$ cat config.mk
export PLATFORM = sky130hd
export DESIGN_NAME = irq_source_ctl
export DESIGN_NICKNAME = d
export VERILOG_FILES = /design/src/rtl/irq_source_ctl.sv
export SDC_FILE = /design/constraint.sdc
export NUM_CORES = 1
export LEC_CHECK = 0
export BUFFER_PORTS_ARGS = -buffer_cell sky130_fd_sc_hd__buf_4
export CAP_MARGIN = 10
export CORE_MARGIN = 2
export CORE_UTILIZATION = 52
export CTS_BUF_LIST = sky130_fd_sc_hd__clkbuf_8 sky130_fd_sc_hd__clkbuf_16
export CTS_CLUSTER_SIZE = 28
export DETAILED_ROUTE_END_ITERATION = 16
export GPL_ROUTABILITY_DRIVEN = 1
export PLACE_DENSITY = 0.71
export SLEW_MARGIN = 10
export SYNTH_ARGS = -nofsm -noshare
export SYNTH_HDL_FRONTEND = slang
export SYNTH_SLANG_ARGS = --single-unit
$ cat constraint.sdc
create_clock -name clk -period 5.92 [get_ports clk]
set_clock_uncertainty 0.05 [all_clocks]
set_input_delay 1.184 -clock clk [delete_from_list [all_inputs] [get_ports clk]]
set_output_delay 1.184 -clock clk [all_outputs]
set_load 0.005 [all_outputs]
$ cat src/rtl/irq_source_ctl.sv
module irq_source_ctl #(
  parameter int NUM_SRC     = 8,
  parameter int SRC_BASE    = 16,
  parameter int NUM_SERVERS = 4,
  parameter int SRC_W       = 16,
  parameter int SRV_W       = 8
) (
  input  logic               clk,
  input  logic               rst_n,
  input  logic [NUM_SRC-1:0] src_in,
  input  logic               cmd_valid,
  input  logic [1:0]         cmd_op,
  input  logic [SRC_W-1:0]   cmd_src,
  input  logic [SRV_W-1:0]   cmd_server,
  input  logic [8:0]         cmd_prio,
  input  logic               cmd_level,
  output logic               rsp_valid,
  output logic               rsp_err,
  output logic [SRV_W-1:0]   rsp_server,
  output logic [7:0]         rsp_prio,
  output logic               rsp_level,
  output logic               pres_valid,
  input  logic               pres_ready,
  output logic [SRC_W-1:0]   pres_src,
  output logic [SRV_W-1:0]   pres_server,
  output logic [7:0]         pres_prio,
  input  logic               rej_valid,
  input  logic [SRC_W-1:0]   rej_src,
  input  logic               eoi_valid,
  input  logic [SRC_W-1:0]   eoi_src,
  input  logic               resend_req
);
  localparam int IDX_W = (NUM_SRC > 1) ? $clog2(NUM_SRC) : 1;
  localparam logic [7:0] OFF = 8'hFF;
  localparam logic [1:0] OP_WR = 2'd0, OP_RD = 2'd1, OP_OFF = 2'd2, OP_ON = 2'd3;

  function automatic logic in_win(input logic [SRC_W-1:0] n);
    return (32'(n) >= SRC_BASE) && (32'(n) < SRC_BASE + NUM_SRC);
  endfunction

  function automatic logic [IDX_W-1:0] to_idx(input logic [SRC_W-1:0] n);
    logic [SRC_W-1:0] d;
    d = n - SRC_W'(SRC_BASE);
    return d[IDX_W-1:0];
  endfunction

  logic [7:0]       prio_q [NUM_SRC], prio_d [NUM_SRC];
  logic [7:0]       save_q [NUM_SRC], save_d [NUM_SRC];
  logic [SRV_W-1:0] srv_q  [NUM_SRC], srv_d  [NUM_SRC];
  logic [NUM_SRC-1:0] lvl_q, lsi_q, lsi_d, sent_q, sent_d, rej_q, rej_d, mp_q, mp_d, req_q, req_d;
  logic [NUM_SRC-1:0] cand;
  logic [IDX_W-1:0] first, win, lock_idx;
  logic             lock_q;

  wire [IDX_W-1:0] c_idx = to_idx(cmd_src);
  wire [IDX_W-1:0] r_idx = to_idx(rej_src);
  wire [IDX_W-1:0] e_idx = to_idx(eoi_src);
  wire cmd_ok = in_win(cmd_src) &&
                (cmd_op != OP_WR || (32'(cmd_server) < NUM_SERVERS && !cmd_prio[8]));
  wire fire = pres_valid && pres_ready;

  always_comb begin
    for (int i = 0; i < NUM_SRC; i++) begin
      logic hit, cfg;
      prio_d[i] = prio_q[i]; save_d[i] = save_q[i]; srv_d[i] = srv_q[i];
      lsi_d[i] = lsi_q[i]; sent_d[i] = sent_q[i]; rej_d[i] = rej_q[i];
      mp_d[i] = mp_q[i]; req_d[i] = req_q[i];
      hit = cmd_valid && cmd_ok && c_idx == IDX_W'(i);
      cfg = hit && cmd_op != OP_RD;
      if (hit) begin
        case (cmd_op)
          OP_WR: begin
            prio_d[i] = cmd_prio[7:0]; save_d[i] = cmd_prio[7:0]; srv_d[i] = cmd_server;
            if (prio_q[i] == OFF) lsi_d[i] = cmd_level;
          end
          OP_OFF: begin save_d[i] = prio_q[i]; prio_d[i] = OFF; end
          OP_ON:  prio_d[i] = save_q[i];
          default: ;
        endcase
      end
      if (fire && win == IDX_W'(i)) begin
        req_d[i] = 1'b0;
        if (lsi_q[i]) sent_d[i] = 1'b1;
      end
      if (rej_valid && in_win(rej_src) && r_idx == IDX_W'(i)) begin
        rej_d[i] = 1'b1; sent_d[i] = 1'b0;
      end
      if (eoi_valid && in_win(eoi_src) && e_idx == IDX_W'(i) && lsi_q[i]) sent_d[i] = 1'b0;
      if (lsi_d[i]) begin
        if ((src_in[i] != lvl_q[i] || cfg || resend_req) &&
            prio_d[i] != OFF && src_in[i] && !sent_d[i]) req_d[i] = 1'b1;
      end else begin
        if (src_in[i] && !lvl_q[i]) begin
          if (prio_d[i] == OFF) mp_d[i] = 1'b1;
          else req_d[i] = 1'b1;
        end
        if (resend_req && rej_d[i]) begin
          rej_d[i] = 1'b0;
          if (prio_d[i] != OFF) req_d[i] = 1'b1;
        end
        if (cfg && mp_d[i] && prio_d[i] != OFF) begin
          mp_d[i] = 1'b0; req_d[i] = 1'b1;
        end
      end
    end
  end

  always_comb begin
    first = '0;
    for (int i = NUM_SRC - 1; i >= 0; i--) begin
      cand[i] = req_q[i] && prio_q[i] != OFF;
      if (cand[i]) first = IDX_W'(i);
    end
  end

  assign win         = (lock_q && cand[lock_idx]) ? lock_idx : first;
  assign pres_valid  = |cand;
  assign pres_src    = SRC_W'(SRC_BASE) + SRC_W'(win);
  assign pres_server = srv_q[win];
  assign pres_prio   = prio_q[win];

  always_ff @(posedge clk) begin
    if (!rst_n) begin
      for (int i = 0; i < NUM_SRC; i++) begin
        prio_q[i] <= OFF; save_q[i] <= OFF; srv_q[i] <= '0;
      end
      {lvl_q, lsi_q, sent_q, rej_q, mp_q, req_q} <= '0;
      lock_q <= 1'b0; lock_idx <= '0;
      rsp_valid <= 1'b0; rsp_err <= 1'b0; rsp_server <= '0; rsp_prio <= '0; rsp_level <= 1'b0;
    end else begin
      for (int i = 0; i < NUM_SRC; i++) begin
        prio_q[i] <= prio_d[i]; save_q[i] <= save_d[i]; srv_q[i] <= srv_d[i];
      end
      lvl_q <= src_in; lsi_q <= lsi_d; sent_q <= sent_d;
      rej_q <= rej_d; mp_q <= mp_d; req_q <= req_d;
      lock_q <= pres_valid && !pres_ready;
      lock_idx <= win;
      rsp_valid  <= cmd_valid;
      rsp_err    <= cmd_valid && !cmd_ok;
      rsp_server <= srv_q[c_idx];
      rsp_prio   <= prio_q[c_idx];
      rsp_level  <= lsi_q[c_idx];
    end
  end
endmodule

==> qor.csv <==
stage;metric;value;unit
cells_and_area;final net count;1792;
power_and_ir_drop;NetSw;0.00106;W
cts;Setup Buffers After CTS;0;
logic_synthesis;Synth Flop Type;dfxtp_1;
routing;vias per cell;6.59;
logic_synthesis;sequential area share after synthesis;41.5;%
power_and_ir_drop;clock power share;48.4;%
power_and_ir_drop;Power per Cell Area;264;nW/um^2
timing;unrepaired setup endpoints after global routing;no;
logic_synthesis;syn avg cell area;9.07;um^2
routing;Avg WL per Cell;25.9;um
logic_synthesis;Netlist Area Pre-Place;14200;um^2
job;Max Cap Viol;0;
setup_path;CP Launch Type;flop;
grt;vias in the first global route;13100;
setup_path;CP Capture Type;primary output;
grt;initial antenna violation count;0;
logic_synthesis;top cell type's share of synthesized area;28.0;%
timing;worst slew pin tran;1.27;ns
cells_and_area;final core occ;62.5;%
routing;first drt pass iteration count;8;
placement;Post-Place Setup Slack;1.05;ns
timing;fmax;0.180;GHz
placement;dpl cell area;15700;um^2
logic_synthesis;Mapped Cells;1569;
setup_path;type of the worst setup path;flop to primary output;
cells_and_area;Ant. Diodes;0;
logic_synthesis;Post-synth EDFFs;64;
power_and_ir_drop;Tot Pwr;0.00446;W
routing;DRC;0;
timing;final hold violation count;0;
cts;Clock transition at path regs;0.06;ns
power_and_ir_drop;Flop pwr share;43.0;%
timing;post-layout min period;5.55;ns
timing;Max Slew Vio Count;0;
cts;clk buf depth;3;
cts;clk_lat worst skew;0.58;ns
power_and_ir_drop;sw frac;23.8;%
floorplanning;row count;60;
timing;Slew headroom;13.3;%
floorplanning;die width;169;um
cts;CTS resizes;0;
routing;DRT iter0 DRCs;1698;
floorplanning;I/O pin count;135;
routing;Routed Antenna Nets;0;
floorplanning;Starting Density;52.8;%
floorplanning;Die ar.;28700;um^2
placement;port buffer count;121;
status;status;finished clean;
setup_path;Worst Path Arrival;4.32;ns
logic_synthesis;library cells used by synthesis;79;
cells_and_area;layout cells sized above 1;18.1;%
timing;period utilisation layout;93.8;%
cts;number of buffers created by CTS;30;
cts;Sink Count;263;
cts;hold_buf cts;0;
grt;first-pass GRT wire length;80300;um
grt;largest net degree at the start of global routing;73;
logic_synthesis;flop and latch count out of synthesis;263;
power_and_ir_drop;LEAKAGE;6.50;nW
grt;GRT Util Overall;37.0;%
timing;Setup TNS Final;0;ns
grt;grt ovf;0;
cts;Root Buffer;clkbuf_16;
logic_synthesis;post-synth top area cell;dfxtp_1;
logic_synthesis;async set-reset flop share out of synthesis;0;%
logic_synthesis;number of warnings issued by yosys;0;
floorplanning;Die Height;169;um
cts;TritonCTS clock tree;yes;
setup_path;WP data required;4.69;ns
cells_and_area;Syn-to-layout area delta;18.4;%
setup_path;CP max FO;26;
power_and_ir_drop;VDD IR-drop max;0.203;mV
logic_synthesis;largest cells by area after synthesis;dfxtp_1 (28%), edfxtp_1 (14%), mux2i_1 (6.7%);
placement;hpwl dp;38300;um
routing;final WL;53500;um
power_and_ir_drop;Combinational Power Share;8.5;%
worst_hold_path;worst min-delay path category;flop to flop;
floorplanning;Core Area;27000;um^2
timing;worst setup margin;0.367;ns
cells_and_area;fin area;16900;um^2
power_and_ir_drop;Pint;0.00339;W
routing;DR vias;13600;
timing;Final setup viols;0;
placement;gp weighted congestion;1.00;
cts;H-Tree Depth;1;
final timing paths:
path | from | to | slack (ns) | cells after the start
setup / recovery | prio_q[4][7] | pres_server[7] | 0.37 | 10
hold reg to reg | save_q[1][10] | save_q[1][10] | 0.43 | 2
setup reg to reg | prio_q[4][7] | sent_q[7] | 2.05 | 10
hold / removal | save_q[1][10] | save_q[1][10] | 0.43 | 2
Yosys cell counts, types with 26 or more instances:
master and count:
clkbuf_1 95, edfxtp_1 64, mux4_2 34, nor2_1 91
nand4_1 39, o211ai_1 26, dfxtp_1 199, nand2_1 213
a21oi_1 93, mux2i_1 95, nor3_1 28, o21ai_0 144
and2_1 28, nor2b_1 45
per-layer routing:
metal / track usage (%) / vias up / routed length, um
met5: 0 / - / 0
met4: 15.1 / 0 / 2360
met3: 10.7 / 158 / 6250
met2: 55.8 / 896 / 23300
met1: 50.1 / 6474 / 21600
li1: - / 6087 / -
critical path: stages (launching register included):
cell,delay (ns)
dfxtp_1,0.43
nand4_1,0.23
o21ai_0,0.62
a22oi_1,0.18
o2111ai_1,0.35
o21ai_1,0.15
inv_2,0.46
buf_12,0.28
mux2_2,0.36
a222oi_1,0.46
buf_4,0.19
per-stage QoR:
stage / hold slack [ns] / instances
after global routing: 0.440 / 2066
after detailed placement: 0.417 / 2010
after CTS: 0.430 / 2066
after floorplan: 0.395 / 1616
final: 0.427 / 2066
after global placement: 0.408 / 2010
area by class of cell:
type / count / area [um^2]
Inverter: 25 / 93.8
Fill cell: 2320 / 10100
Sequential cell: 263 / 5910
Clock inverter: 19 / 294
Clock buffer: 37 / 870
Timing Repair Buffer: 177 / 1350
Tap cell: 341 / 427
Multi-Input combinational cell: 1204 / 7920
cells in the final DEF (no fill, tap or decap), types with 21 or more instances in the layout:
cell,n
clkbuf_16,32
dfxtp_1,199
nor4_1,21
mux2i_1,94
o21ai_0,144
o211ai_1,26
and2_1,28
nor3_1,28
nor2_1,90
a21oi_1,92
nor2b_1,44
nand4_1,39
mux4_2,34
edfxtp_1,64
nand2_1,213
inv_1,25
conb_1,49
buf_4,175
state kept, by name, indices dropped and copies added (netlist names):
register,flops
rsp_level,1
rsp_err,1
rsp_valid,1
mp_q,8
rsp_server,8
sent_q,8
lsi_q,8
lvl_q,8
lock_idx,3
lock_q,1
prio_q,64
req_q,8
srv_q,64
save_q,64
rej_q,8
rsp_prio,8
cells by family after synthesis:
group                    Yosys count  synth area share, %
adder cells (fa/ha/maj)            8                0.703
buffers and inverters            149                 4.39
other                              2               0.0528
AND/OR/NAND/NOR                  568                 20.2
flip-flops                       263                 41.5
AO/OA/AOI/OAI                    432                 19.6
multiplexers                     147                 13.5
power groups by stage:
stage | Sequential, W | Clock [W] | Combinational, W
CTS | 0.00192 | 0.00217 | 0.000371
global route | 0.00192 | 0.00224 | 0.000406
finish | 0.00192 | 0.00216 | 0.000380
detailed placement | 0.00196 | 0 | 0.000370
floorplan | 0.00195 | 0 | 0.000216
global placement | 0.00195 | 0 | 0.000368
No activity file was read; power rests on OpenSTA's default activity.
